<file path="src/rtl/extirq_pkg.sv">
package extirq_pkg;

  // Field indices inside the control/status word; fixed by software layout.
  localparam int unsigned FLD_SENSE = 0;
  localparam int unsigned FLD_PEND  = 1;
  localparam int unsigned FLD_ACK   = 2;
  localparam int unsigned FLD_EN    = 3;
  localparam int unsigned FLD_ANY   = 4;
  localparam int unsigned FLD_LVL   = 5;
  localparam int unsigned NUM_FLDS  = 6;

  typedef struct packed {
    logic sense;
    logic en;
    logic any_edge;
    logic lvl_mode;
  } line_cfg_t;

  // Default: active-low level, request disabled.
  localparam line_cfg_t CFG_RESET = '{sense: 1'b0, en: 1'b0, any_edge: 1'b0, lvl_mode: 1'b1};

  typedef enum logic [1:0] {
    TRIG_LEVEL,
    TRIG_ONE_EDGE,
    TRIG_ANY_EDGE
  } trig_t;

  function automatic trig_t trig_of(line_cfg_t c);
    if (c.lvl_mode)      return TRIG_LEVEL;
    else if (c.any_edge) return TRIG_ANY_EDGE;
    else                 return TRIG_ONE_EDGE;
  endfunction

endpackage

</file>
<file path="src/rtl/extirq_sync.sv">
module extirq_sync #(
  parameter int unsigned WIDTH   = 4,
  parameter logic        RST_VAL = 1'b1
) (
  input  logic             clk,
  input  logic             rst_n,
  input  logic [WIDTH-1:0] d_async,
  output logic [WIDTH-1:0] q_sync
);

  logic [WIDTH-1:0] meta_q;
  logic [WIDTH-1:0] sync_q;

  always_ff @(posedge clk or negedge rst_n) begin
    if (!rst_n) begin
      meta_q <= {WIDTH{RST_VAL}};
      sync_q <= {WIDTH{RST_VAL}};
    end else begin
      meta_q <= d_async;
      sync_q <= meta_q;
    end
  end

  assign q_sync = sync_q;

endmodule

</file>
<file path="src/rtl/extirq_line.sv">
module extirq_line
  import extirq_pkg::*;
#(
  parameter logic IDLE_LVL = 1'b1
) (
  input  logic      clk,
  input  logic      rst_n,
  input  logic      pin_s,
  input  logic      cfg_we,
  input  line_cfg_t cfg_in,
  input  logic      ack,
  output line_cfg_t cfg_q,
  output logic      pend_q
);

  logic prev_q;
  logic rise;
  logic fall;
  logic hit;
  logic pend_d;

  always_comb begin
    rise = pin_s & ~prev_q;
    fall = ~pin_s & prev_q;
    hit  = 1'b0;
    unique case (trig_of(cfg_q))
      TRIG_LEVEL:    hit = (pin_s == cfg_q.sense);
      TRIG_ONE_EDGE: hit = cfg_q.sense ? fall : rise;
      TRIG_ANY_EDGE: hit = rise | fall;
      default:       hit = 1'b0;
    endcase
    if (trig_of(cfg_q) == TRIG_LEVEL) pend_d = hit;
    else                              pend_d = hit | (pend_q & ~ack);
  end

  always_ff @(posedge clk or negedge rst_n) begin
    if (!rst_n) begin
      prev_q <= IDLE_LVL;
      pend_q <= 1'b0;
      cfg_q  <= CFG_RESET;
    end else begin
      prev_q <= pin_s;
      pend_q <= pend_d;
      if (cfg_we) cfg_q <= cfg_in;
    end
  end

endmodule

</file>
<file path="src/rtl/extirq_ctrl.sv">
module extirq_ctrl
  import extirq_pkg::*;
#(
  parameter int unsigned NUM_LINES = 4,
  parameter int unsigned STRIDE    = 4,
  parameter logic        IDLE_LVL  = 1'b1
) (
  input  logic                 clk,
  input  logic                 rst_n,
  input  logic [NUM_LINES-1:0] ext_pin,
  input  logic                 reg_wr_en,
  input  logic [31:0]          reg_wdata,
  output logic [31:0]          reg_rdata,
  output logic [NUM_LINES-1:0] irq_out
);

  localparam int unsigned OFS_SENSE = FLD_SENSE * STRIDE;
  localparam int unsigned OFS_PEND  = FLD_PEND  * STRIDE;
  localparam int unsigned OFS_ACK   = FLD_ACK   * STRIDE;
  localparam int unsigned OFS_EN    = FLD_EN    * STRIDE;
  localparam int unsigned OFS_ANY   = FLD_ANY   * STRIDE;
  localparam int unsigned OFS_LVL   = FLD_LVL   * STRIDE;

  logic [NUM_LINES-1:0] pin_s;
  logic [NUM_LINES-1:0] pend;
  line_cfg_t            cfg   [NUM_LINES];
  logic                 wdata_unused;

  assign wdata_unused = ^reg_wdata;

  extirq_sync #(
    .WIDTH   (NUM_LINES),
    .RST_VAL (IDLE_LVL)
  ) u_sync (
    .clk     (clk),
    .rst_n   (rst_n),
    .d_async (ext_pin),
    .q_sync  (pin_s)
  );

  for (genvar n = 0; n < NUM_LINES; n++) begin : g_line
    line_cfg_t wcfg;
    logic      ack;

    always_comb begin
      wcfg.sense    = reg_wdata[OFS_SENSE + n];
      wcfg.en       = reg_wdata[OFS_EN + n];
      wcfg.any_edge = reg_wdata[OFS_ANY + n];
      wcfg.lvl_mode = reg_wdata[OFS_LVL + n];
      ack           = reg_wr_en & reg_wdata[OFS_ACK + n];
    end

    extirq_line #(
      .IDLE_LVL (IDLE_LVL)
    ) u_line (
      .clk    (clk),
      .rst_n  (rst_n),
      .pin_s  (pin_s[n]),
      .cfg_we (reg_wr_en),
      .cfg_in (wcfg),
      .ack    (ack),
      .cfg_q  (cfg[n]),
      .pend_q (pend[n])
    );

    assign irq_out[n] = pend[n] & cfg[n].en;
  end

  always_comb begin
    reg_rdata = '0;
    for (int n = 0; n < NUM_LINES; n++) begin
      reg_rdata[OFS_SENSE + n] = cfg[n].sense;
      reg_rdata[OFS_PEND + n]  = pend[n];
      reg_rdata[OFS_EN + n]    = cfg[n].en;
      reg_rdata[OFS_ANY + n]   = cfg[n].any_edge;
      reg_rdata[OFS_LVL + n]   = cfg[n].lvl_mode;
    end
  end

endmodule

</file>
<file path="config.mk">
export PLATFORM = sky130hd
export DESIGN_NAME = extirq_ctrl
export DESIGN_NICKNAME = d
export VERILOG_FILES = /design/src/rtl/extirq_pkg.sv /design/src/rtl/extirq_sync.sv /design/src/rtl/extirq_line.sv /design/src/rtl/extirq_ctrl.sv
export SDC_FILE = /design/constraint.sdc
export NUM_CORES = 1
export LEC_CHECK = 0
export BUFFER_PORTS_ARGS = -buffer_cell sky130_fd_sc_hd__buf_2
export CORE_ASPECT_RATIO = 0.75
export CORE_MARGIN = 3
export CORE_UTILIZATION = 35
export CTS_CLUSTER_SIZE = 16
export DETAILED_ROUTE_END_ITERATION = 8
export PLACE_DENSITY = 0.67
export SETUP_SLACK_MARGIN = 0.3
export SYNTH_ARGS = -nofsm -noshare
export SYNTH_HDL_FRONTEND = slang
export SYNTH_HIERARCHICAL = 1
export SYNTH_SLANG_ARGS = --single-unit
</file>
<file path="constraint.sdc">
create_clock -name clk -period 1.4 [get_ports clk]
set_clock_uncertainty 0.05 [all_clocks]
set_input_delay 0.28 -clock clk [delete_from_list [all_inputs] [get_ports clk]]
set_output_delay 0.28 -clock clk [all_outputs]
set_load 0.05 [all_outputs]
</file>
# [Word-level counts from Yosys, hierarchy flattened]
# Cells that the tools add are included.
[totals] output_inout_bits=36 in_bits=39 word_cells=102 regBits=32
[op_classes] mux=20 eq_ne=12 bitwise=40 reduce_logical=4
[ops] operator="$and 1x1->1" count=20
[ops] operator="$mux 2" count=8
[ops] operator="$not 1->1" count=12
[ops] operator="$pmux 1 s3" count=4
[ops] operator="$eq 2x1->1 const B" count=4
[ops] operator="$eq 2x2->1 const B" count=4
[ops] operator="$logic_not 2->1" count=4
[ops] operator="$mux 1" count=8
[ops] operator="$or 1x1->1" count=8
[ops] operator="$eq 1x1->1" count=4

# [Logic depth before layout (Yosys ltp)]
# Gate-level depths: netlist (run 1).
[logic_depth] depth_word=6 ltp_mapped=5 depth_no_buf=5

# [Modules after synthesis]
# Netlist (run 1), hierarchy kept.
[by_module_without_submodules] module="extirq_line" area_per_inst_um2=276.5 seq_area_each_um2=152.6 cells_each=21 instances=4
[by_module_without_submodules] module="extirq_sync" area_per_inst_um2=210.2 seq_area_each_um2=210.2 cells_each=8 instances=1
[by_module_without_submodules] module="extirq_ctrl" area_per_inst_um2=143.9 seq_area_each_um2=0.0 cells_each=21 instances=1

# [Least setup slack after synthesis (run 1)]
# No wires, ideal clock.
[synth_timing] kind="register to output" from="reg g_line[0].u_line/cfg_q[2] (netlist bit)" to="out irq_out[0]" path_stages_with_launch=2 path_slack_ns=-0.044 t_arrival_ns=1.114 path_cell_list="dfrtp_1 -> and2_1"
[synth_via] elab_chain_len=1
[synth_lines] element="from (decl)" line_no="extirq_line.sv:12" text="output line_cfg_t cfg_q,"
[synth_lines] element="from (signal assigned)" line_no="extirq_line.sv:44" text="if (cfg_we) cfg_q <= cfg_in;"
[synth_lines] element="$and 1x1->1" line_no="extirq_ctrl.sv:66" text="assign irq_out[n] = pend[n] & cfg[n].en;"
[synth_lines] element="to (decl)" line_no="extirq_ctrl.sv:14" text="output logic [NUM_LINES-1:0] irq_out"
# No other way between the ends.

# [Worst setup path in the final report (run 1)]
[layout_timing] from="reg g_line[3].u_line.pend_q" to="out irq_out[3]"
[layout_via] elab_chain_len=1
[layout_lines] element="from (decl)" line_no="extirq_line.sv:13" text="output logic pend_q"
[layout_lines] element="from (signal assigned)" line_no="extirq_line.sv:43" text="pend_q <= pend_d;"
[layout_lines] element="$and 1x1->1" line_no="extirq_ctrl.sv:66"
# No other way between the ends.

==> results by group, run 1 <==
Status
  • Outcome: finished clean

Worst setup path
  • Max incr delay on CP: 0.42 ns
  • Data required time of the critical path: 1.07 ns
  • CP Class: flop to primary output
  • Element type at the critical path start: flop
  • Crit path max-delay cell type: dfrtp_2
  • Critical path peak fanout: 3
  • Critical-path cell list: and2_4 > buf_8
  • Crit path DAT: 1.00 ns
  • Kind of end point of the critical path: primary output

Route
  • 1st-iter DRT viols: 7
  • DR DRC count: 0
  • Vias per inst: 4.348
  • Vias post-DR: 1100
  • Final WL: 3289 µm
  • Antenna Nets Post-Route: 0
  • Drt wl/cell: 13.00 µm
  • Drt pass-1 iters: 2

Place
  • Dpl hpwl: 2106 µm
  • Final GP Congestion: 0.7165
  • Port-buffer cells: 50
  • Pre-CTS WS: 0.04403 ns

GRT
  • Initial antenna violation count: 0
  • Number of global-route vias before repair: 1184
  • GRT Total Usage: 14.52%
  • Wire length of the first global-routing pass: 5354 µm
  • Largest net degree at the start of global routing: 21
  • Total gr overflow: 0

Finish
  • Register area: 835.8 µm²
  • Share of post-route cells with drive strength above 1: 73.63%
  • Synth-to-Final Area Change: 68.38%
  • Filler Cells Inserted: 322
  • Post-layout util: 64.24%
  • Multi-input gate area: 664.4 µm²
  • Antenna cells: 0
  • NumNets Final: 247

Yosys
  • Post-synth ARST share: 100.0%
  • Avg Cell Area, Syn: 12.92 µm²
  • Ys Warns: 6
  • Synth cell types: 14
  • EDFF count, synth: 0
  • Synth Instances: 113
  • Seq cells post-synth: 32
  • Sequential share of the synthesized area: 56.21%
  • Main synth FF type: dfstp_2
  • Mapped Area: 1460 µm²

Clock tree
  • Clock sinks: 32
  • CTS root buf: clkbuf_8
  • CTS H-tree lvls: 2
  • Clk Latency, worst-skew pair: 0.28 ns
  • Clk slew on worst S/H paths: 0.07 ns
  • Clk buf depth: 2
  • TritonCTS clock tree: done
  • TritonCTS Buffers: 5

Floorplanning
  • Die Height: 61.94 µm
  • Core area: 3827 µm²
  • # IOs: 75
  • Die Area: 4991 µm²
  • Die width: 80.58 µm
  • Initial Utilization: 38.15%
  • # rows: 19

STA
  • Crit share post-route: 95.30%
  • Final worst slack: 0.06576 ns
  • Setup TNS: 0 ns
  • Fin. Hold Viols: 0
  • Max Slew Vio Count: 0
  • Fmax: 0.7495 GHz
  • Hold Slack: 0.04492 ns
  • Final setup viols: 0
  • RSZ-0062 raised after global routing: yes
  • Min Tclk post-route: 1.334 ns

Power and ir drop
  • Peak VDD IR: 0.0006873 V
  • Power per Cell Area: 1283 nW/µm²
  • P_leak: 1.139 nW

Flow run
  • Maxcap violations: 0

Hold path
  • HP Class: primary input to flop
## worst max-delay path, delay by kind of cell (launching register included)
family                 cells  cell delay, ns
DFF                        1            0.42
and+or+nand+nor            1            0.16
buffers and inverters      1            0.14
## metrics by stage
| stage | instances | instance area (µm²) | power, mW |
|---|---|---|---|
| finish | 253 | 2459 | 3.154 |
| detailed placement | 216 | 1815 | 1.918 |
| global placement | 216 | 1815 | 1.897 |
| CTS | 244 | 2320 | 3.052 |
| global route | 253 | 2459 | 3.305 |
| floorplan | 124 | 1550 | 1.735 |
## cell usage in the layout, fill, tap and decap left out
cell type / n
xnor2_1: 4
nor3b_1: 4
dfrtp_1: 4
dfstp_2: 16
conb_1: 12
clkbuf_8: 5
a21oi_2: 1
ha_4: 4
mux2_2: 4
and2_4: 4
bufinv_16: 1
clkinv_2: 1
dlygate4sd3_1: 1
nand2_1: 4
mux2_4: 4
a21oi_1: 7
dfrtp_2: 12
buf_8: 16
clkbuf_1: 1
o21ai_2: 4
buf_12: 3
and2_1: 4
mux2_1: 12
buf_2: 26
inv_2: 8
buf_4: 21
buf_6: 14
ha_2: 4
## power by group
part	total (mW)	switching (mW)	leakage (nW)	internal, mW
clock	0.851	0.324	0.0552	0.527
sequential	1.13	0.0806	0.342	1.05
combinational	1.17	0.636	0.741	0.537
total	3.15	1.04	1.14	2.11
## Yosys cell counts, types with 8 or more instances
master / number / area, µm²
and2_1: 8 / 50.05
mux2_1: 16 / 180.2
dfrtp_1: 16 / 400.4
inv_1: 8 / 30.03
dfstp_2: 16 / 420.4
buf_4: 12 / 90.09
a21oi_1: 8 / 40.04
ha_1: 8 / 100.1
## flip-flops by register name, indices dropped and copies added, names as in the netlist
name,count
g_line.u_line/cfg_q,16
g_line.u_line/pend_q,4
g_line.u_line/prev_q,4
u_sync/meta_q,4
u_sync/q_sync,4
## kinds of logic after synthesis
group	count (synthesis)	share of synthesized area, %
multiplexers	20	15.42
other	1	0.2568
AND/OR/NAND/NOR	16	6.512
XOR/XNOR	4	2.399
buffers and inverters	20	8.227
AO/OA/AOI/OAI	12	4.113
adder cells (fa/ha/maj)	8	6.855
flip-flops	32	56.21
## metal layers
| layer | wire [µm] | vias to the layer above | global-route usage [%] | part of all wire (%) |
|---|---|---|---|---|
| li1 | - | 529 | - | - |
| met5 | 0 | - | 0 | 0 |
| met2 | 1675 | 47 | 26.89 | 51 |
| met1 | 1338 | 519 | 15.76 | 41 |
| met3 | 232 | 5 | 4.323 | 7.1 |
| met4 | 42 | 0 | 6.506 | 1.3 |
## layout make-up
| cell class | instances | share of cell area, % |
|---|---|---|
| flip-flops and latches | 32 | 33.99 |
| repair buffers | 81 | 30.74 |
| multi-input cells | 72 | 27.02 |
| clock buffers | 6 | 2.952 |
| well taps | 52 | 2.646 |
| clock inverters | 2 | 1.425 |
| inverters | 8 | 1.221 |
## repair_timing
item	in CTS	in global routing
gates resized for setup	69	19
setup endpoints to repair	28	28
pin swaps	6	8
cloned	0	0
buffers inserted	19	9
hold buffers	1	0
hold endpoints to repair	8	0
## path summary, 6_finish.rpt
| check | start | endpoint | slack (ns) | cells after the start |
|---|---|---|---|---|
| worst max register to register | g_line[0].u_line/prev_q | g_line[0].u_line/pend_q | 0.08 | 5 |
| worst min register to register | u_sync/meta_q[2] | u_sync/q_sync[2] | 0.31 | 0 |
| worst max-delay path | g_line[3].u_line/pend_q | irq_out[3] | 0.07 | 2 |
| worst min-delay path | ext_pin[3] | u_sync/meta_q[3] | 0.04 | 1 |
| min in group asynchronous | rst_n | g_line[2].u_line/cfg_q[3] | 0.39 | 2 |
| max in group asynchronous | rst_n | g_line[2].u_line/cfg_q[0] | 0.41 | 3 |
No activity file was read; power rests on OpenSTA's default activity.
==> run 2, diff against run 1 <==
--- a/config.mk
+++ b/config.mk
@@ -7,5 +7,5 @@
 export LEC_CHECK = 0
 export BUFFER_PORTS_ARGS = -buffer_cell sky130_fd_sc_hd__buf_2
-export CORE_ASPECT_RATIO = 0.75
+export CORE_ASPECT_RATIO = 1.25
 export CORE_MARGIN = 3
 export CORE_UTILIZATION = 35
--- a/constraint.sdc
+++ b/constraint.sdc
@@ -3,3 +3,3 @@
 set_input_delay 0.28 -clock clk [delete_from_list [all_inputs] [get_ports clk]]
 set_output_delay 0.28 -clock clk [all_outputs]
-set_load 0.05 [all_outputs]
+set_load 0.02 [all_outputs]
==> run 2 against run 1 <==
  * Design area is 4.7% lower
  * Die area about the same
  * Clock-buffer cell count unchanged
  * Worst setup slack improved by 0.0068 ns
  * First-iteration DRC count rose by 100%
  * Total power is 15% lower
  * Non-clock buffer count fell by 1
  * Critical path depth increased by 3
  * Register-to-register slack barely moved
==> results by group, run 2 (synthesis gave the netlist of run 1 again) <==
Floorplanning
  • Die Height: 78.22 µm (+26%)
  • Die width: 63.77 µm (-21%)
  • # IOs: 75 (unchanged)
  • Core area: 3910 µm² (+2.2%)
  • # rows: 25 (+6)
  • Initial Utilization: 37.34% (-0.81 points)
  • Die Area: 4988 µm² (about the same)

Route
  • DR DRC count: 0 (unchanged)
  • Vias post-DR: 1097 (-0.27%)
  • Antenna Nets Post-Route: 0 (unchanged)
  • Vias per inst: 4.319 (-0.67%)
  • Drt wl/cell: 12.72 µm (-2.2%)
  • Drt pass-1 iters: 4 (+2)
  • 1st-iter DRT viols: 14 (+7)
  • Final WL: 3231 µm (-1.8%)

Finish
  • Most common cell after layout, fill and taps aside: buf_6
  • Most flop-heavy register: g_line.u_line/cfg_q
  • Most frequent cells in the layout: buf_6 (30), buf_2 (26), buf_4 (22), dfstp_2 (16), dfrtp_1 (16)
  • Register area: 820.8 µm² (-1.8%)
  • Max reg flops: 16 (unchanged)
  • Filler Cells Inserted: 328 (+1.9%)
  • Synth-to-Final Area Change: 60.41%
  • NumNets Final: 246 (-0.40%)
  • Post-route cell area: 2342 µm² (-4.7%)
  • Multi-input gate area: 668.1 µm² (+0.57%)
  • Antenna cells: 0 (unchanged)
  • Share of post-route cells with drive strength above 1: 68.50% (-5.1 points)

Clock tree
  • TritonCTS clock tree: done
  • Clk buf depth: 2 (unchanged)
  • TritonCTS Buffers: 5 (unchanged)
  • Clk Latency, worst-skew pair: 0.28 ns (about the same)
  • Clk slew on worst S/H paths: 0.07 ns (about the same)
  • Clock sinks: 32 (unchanged)
  • CTS H-tree lvls: 2 (unchanged)
  • CTS root buf: clkbuf_8

STA
  • Hold Slack: 0.03998 ns (-0.004946 ns)
  • Setup TNS: 0 ns (unchanged)
  • Fin. Hold Viols: 0 (unchanged)
  • Max Slew Vio Count: 0 (unchanged)
  • RSZ-0062 raised after global routing: yes
  • Final setup viols: 0 (unchanged)
  • Fmax: 0.7534 GHz (+0.52%)
  • Crit share post-route: 94.81% (-0.49 points)
  • Min Tclk post-route: 1.327 ns (-0.006845 ns)

Place
  • Placed cell area: 1782 µm² (-1.9%)
  • Port-buffer cells: 50 (unchanged)
  • Final GP Congestion: 0.7370 (+2.9%)
  • Dpl hpwl: 1954 µm (-7.2%)

Power and ir drop
  • Power per Cell Area: 1140 nW/µm² (-11%)
  • Total Power: 2.670 mW (-15%)
  • Peak VDD IR: 0.0006720 V (-2.2%)
  • P_leak: 1.111 nW (-2.4%)

Hold path
  • HP Class: primary input to flop
  • Hold path start: ext_pin[2]
  • Hold Path End: u_sync/meta_q[2]
  • Worst Hold Depth: 1 (unchanged)

GRT
  • Initial antenna violation count: 0 (unchanged)
  • GRT Total Usage: 14.23% (-0.28 points)
  • Wire length of the first global-routing pass: 5451 µm (+1.8%)
  • Total gr overflow: 0 (unchanged)
  • Largest net degree at the start of global routing: 33 (+57%)
  • Number of global-route vias before repair: 1242 (+4.9%)

Worst setup path
  • R2R depth: 5 (unchanged)
  • Crit path DAT: 1.45 ns (+0.45 ns)
  • Element type at the critical path start: flop
  • CP Class: flop to flop
  • R2r startpoint: g_line[1].u_line/prev_q
  • Reg-to-Reg End: g_line[1].u_line/pend_q
  • Data required time of the critical path: 1.52 ns (+0.45 ns)
  • Critical path peak fanout: 2 (-1)
  • Kind of end point of the critical path: flop
  • R2R setup slack: 0.07 ns (about the same)

Flow run
  • Maxcap violations: 0 (unchanged)

Status
  • Outcome: finished clean
run 2: cell count changes in the layout (fill, tap and decap cells not counted), moves of 2 or more:
| cell | previous run | this run |
|---|---|---|
| buf_6 | 14 | 30 |
| dfrtp_2 | 12 | 0 |
| dfrtp_1 | 4 | 16 |
| buf_8 | 16 | 0 |
| buf_12 | 3 | 1 |
run 2: metrics by stage:
| stage | util (%) | instances | setup slack, ns |
|---|---|---|---|
| after floorplan | - | 124 | 0.09755 |
| after global placement | 45.57 | 218 | 0.06076 |
| after detailed placement | 45.57 | 218 | 0.02109 |
| after CTS | 58.27 | 249 | 0.07791 |
| after global routing | 59.90 | 254 | 0.01621 |
| final | 59.90 | 254 | 0.07260 |
run 2: what timing repair did:
item                                    CTS  global route
endpoints found under the hold margin    16             0
endpoints found under the setup margin   28            28
setup buffers                            22             5
resized for setup                        69             7
pin swaps                                 6             3
hold buffers                              1             0
run 2: worst max-delay path by stage:
stage / end / start
2_1_floorplan: g_line[0].u_line/pend_q / u_sync/q_sync[0]
6_report: g_line[1].u_line/pend_q / g_line[1].u_line/prev_q
4_1_cts: g_line[0].u_line/pend_q / g_line[0].u_line/prev_q
3_5_place_dp: g_line[0].u_line/pend_q / g_line[0].u_line/prev_q
3_3_place_gp: g_line[2].u_line/pend_q / u_sync/q_sync[2]
5_1_grt: g_line[1].u_line/pend_q / g_line[1].u_line/prev_q
run 2: cell type report:
type                            instances  area share [%]
Clock buffer                            6           3.526
Clock inverter                          2          0.4273
Inverter                                8           1.282
Multi-Input combinational cell         72           28.53
Sequential cell                        32           35.04
Tap cell                               54           2.885
Timing Repair Buffer                   80           28.31
run 2: worst max-delay path: stages (launching register included):
cell,delay (ns)
dfstp_2,0.55
inv_2,0.04
ha_4,0.14
mux2_4,0.26
o21ai_2,0.12
nand2_1,0.06
run 2: routing by layer:
| metal | part of all wire, % | wire (µm) | vias to the layer above | track usage (%) |
|---|---|---|---|---|
| li1 | - | - | 523 | - |
| met1 | 36 | 1165 | 515 | 14.06 |
| met2 | 55 | 1781 | 53 | 26.12 |
| met3 | 6.7 | 216 | 6 | 5.293 |
| met4 | 2.1 | 68 | 0 | 6.263 |
| met5 | 0 | 0 | - | 0 |
run 2: power breakdown:
group	internal (mW)	total, mW	switching (mW)	leakage (nW)
Sequential	1.04	1.11	0.0685	0.354
Combinational	0.463	0.835	0.371	0.706
Clock	0.392	0.728	0.336	0.0510
==> run 3, diff against run 2 <==
SETUP_SLACK_MARGIN = 0.4   (was 0.3)
==> run 3 against run 2 <==
  * Die area is the same
  * Sequential share of layout area about the same
  * Highest routed layer unchanged
  * Register-to-register slack barely moved
  * The run now ends with negative hold slack left
  * Fmax is 0.17% higher
  * First-iteration DRC count shrank 86%
  * Clock power increased by 0.5%
  * Core utilization is 0.16 points higher
  * Worst hold slack got worse by 0.18 ns
==> results by group, run 3 (synthesis gave the netlist of run 1 again) <==
Status
  • Outcome: finished, violations left
  • Violated checks: negative hold slack

STA
  • Min Tclk post-route: 1.325 ns (-0.002250 ns)
  • Hold Slack: -0.1388 ns (-0.1788 ns)
  • Fmax: 0.7546 GHz (+0.17%)
  • Final setup viols: 0 (unchanged)
  • RSZ-0062 raised after global routing: yes
  • Max Slew Vio Count: 0 (unchanged)
  • Setup TNS: 0 ns (unchanged)
  • Crit share post-route: 94.65% (-0.16 points)
  • Fin. Hold Viols: 9 (+9)

Worst setup path
  • Critical path peak fanout: 2 (unchanged)
  • R2R depth: 5 (unchanged)
  • R2R setup slack: 0.07 ns (about the same)
  • Crit path launch: g_line[0].u_line/prev_q
  • Crit path DAT: 1.44 ns (about the same)
  • Timing endpoint of the critical path: g_line[0].u_line/pend_q
  • Element type at the critical path start: flop
  • Data required time of the critical path: 1.52 ns (about the same)
  • Kind of end point of the critical path: flop
  • CP Class: flop to flop
  • R2r startpoint: g_line[0].u_line/prev_q
  • Reg-to-Reg End: g_line[0].u_line/pend_q

Route
  • DR DRC count: 0 (unchanged)
  • Drt pass-1 iters: 4 (unchanged)
  • Vias per inst: 4.348 (+0.67%)
  • Vias post-DR: 1087 (-0.91%)
  • 1st-iter DRT viols: 2 (-12)
  • Final WL: 3095 µm (-4.2%)
  • Antenna Nets Post-Route: 0 (unchanged)
  • Drt wl/cell: 12.38 µm (-2.7%)

GRT
  • Total gr overflow: 0 (unchanged)
  • Initial antenna violation count: 0 (unchanged)
  • GRT Total Usage: 13.45% (-0.78 points)
  • Number of global-route vias before repair: 1189 (-4.3%)
  • Largest net degree at the start of global routing: 21 (-36%)
  • Wire length of the first global-routing pass: 5223 µm (-4.2%)

Hold path
  • HP Class: primary input to async pin

Place
  • Port-buffer cells: 50 (unchanged)
  • Final GP Congestion: 0.7631 (+3.5%)
  • Dpl hpwl: 2071 µm (+6.0%)

Floorplanning
  • Die Height: 78.22 µm (unchanged)
  • # IOs: 75 (unchanged)
  • Initial Utilization: 37.34% (unchanged)
  • Die width: 63.77 µm (unchanged)
  • # rows: 25 (unchanged)
  • Core area: 3910 µm² (unchanged)
  • Die Area: 4988 µm² (unchanged)

Clock tree
  • Clk Latency, worst-skew pair: 0.28 ns (about the same)
  • Clk slew on worst S/H paths: 0.07 ns (about the same)
  • Clock sinks: 32 (unchanged)
  • CTS root buf: clkbuf_8
  • CTS H-tree lvls: 2 (unchanged)
  • TritonCTS clock tree: done
  • Clk buf depth: 2 (unchanged)
  • TritonCTS Buffers: 5 (unchanged)

Finish
  • Multi-input gate area: 685.7 µm² (+2.6%)
  • NumNets Final: 242 (-1.6%)
  • Share of post-route cells with drive strength above 1: 69.90% (+1.4 points)
  • Synth-to-Final Area Change: 60.84%
  • Register area: 822.0 µm² (+0.15%)
  • Most flop-heavy register: g_line.u_line/cfg_q
  • Most frequent cells in the layout: buf_6 (32), buf_2 (26), dfstp_2 (16), buf_4 (16), dfrtp_1 (15)
  • Antenna cells: 0 (unchanged)
  • Max reg flops: 16 (unchanged)
  • Most common cell after layout, fill and taps aside: buf_6
  • Filler Cells Inserted: 348 (+6.1%)

Power and ir drop
  • Total Power: 2.654 mW (-0.63%)
  • Power per Cell Area: 1130 nW/µm² (-0.89%)
  • P_leak: 1.108 nW (-0.24%)
  • Peak VDD IR: 0.0006983 V (+3.9%)

Flow run
  • Maxcap violations: 0 (unchanged)
## run 3: per-stage QoR
step                hold WS [ns]  std cells  util [%]  area (µm²)  worst slack [ns]
floorplan               -0.06559        124         -        1536           0.09755
global placement          0.1708        218     46.14        1804           0.06502
detailed placement        0.1787        218     46.14        1804           0.01940
CTS                      -0.1315        245     57.54        2250           0.06223
global route             -0.1245        250     60.06        2349           0.03738
finish                   -0.1388        250     60.06        2349           0.07485
## run 3: report_power, final
part	leakage (nW)	internal [mW]	switching, mW	total, mW
Sequential	0.353	1.04	0.0757	1.12
Combinational	0.704	0.448	0.358	0.806
Clock	0.0510	0.392	0.340	0.732
## run 3: worst min path at each step
stage / from / end / slack, ns
3_5_place_dp: rst_n / g_line[3].u_line/cfg_q[1] / 0.18
2_1_floorplan: rst_n / g_line[0].u_line/cfg_q[1] / -0.07
4_1_cts: rst_n / g_line[2].u_line/cfg_q[3] / -0.13
6_report: rst_n / g_line[3].u_line/pend_q / -0.14
5_1_grt: rst_n / g_line[3].u_line/cfg_q[1] / -0.12
3_3_place_gp: rst_n / g_line[3].u_line/cfg_q[1] / 0.17
## run 3: routing by layer
metal,global-route usage [%],part of all wire (%),wire [µm]
met1,14.55,40,1245
met2,24.45,52,1613
met3,3.004,6.2,193
met4,6.479,1.4,43
met5,0,0,0
## run 3: layout make-up
class / count / area share, %
clock buffer: 6 / 3.516
clock inverter: 2 / 0.4262
inverter: 8 / 1.279
multi-input combinational: 72 / 29.20
sequential: 32 / 35.00
tap: 54 / 2.877
timing repair buffer: 76 / 27.70
## run 3: critical path, stage by stage, from the launching register on
cell     delay (ns)
dfstp_2        0.54
inv_2          0.04
ha_4           0.14
mux2_4         0.26
o21ai_2        0.10
nand2_1        0.07
## run 3: repair_timing
| action | in CTS | in global routing |
|---|---|---|
| gates resized for setup | 61 | 17 |
| pin swaps | 7 | 1 |
| endpoints found under the hold margin | 9 | 9 |
| cloned | 0 | 0 |
| buffers inserted | 19 | 5 |
| endpoints found under the setup margin | 28 | 33 |
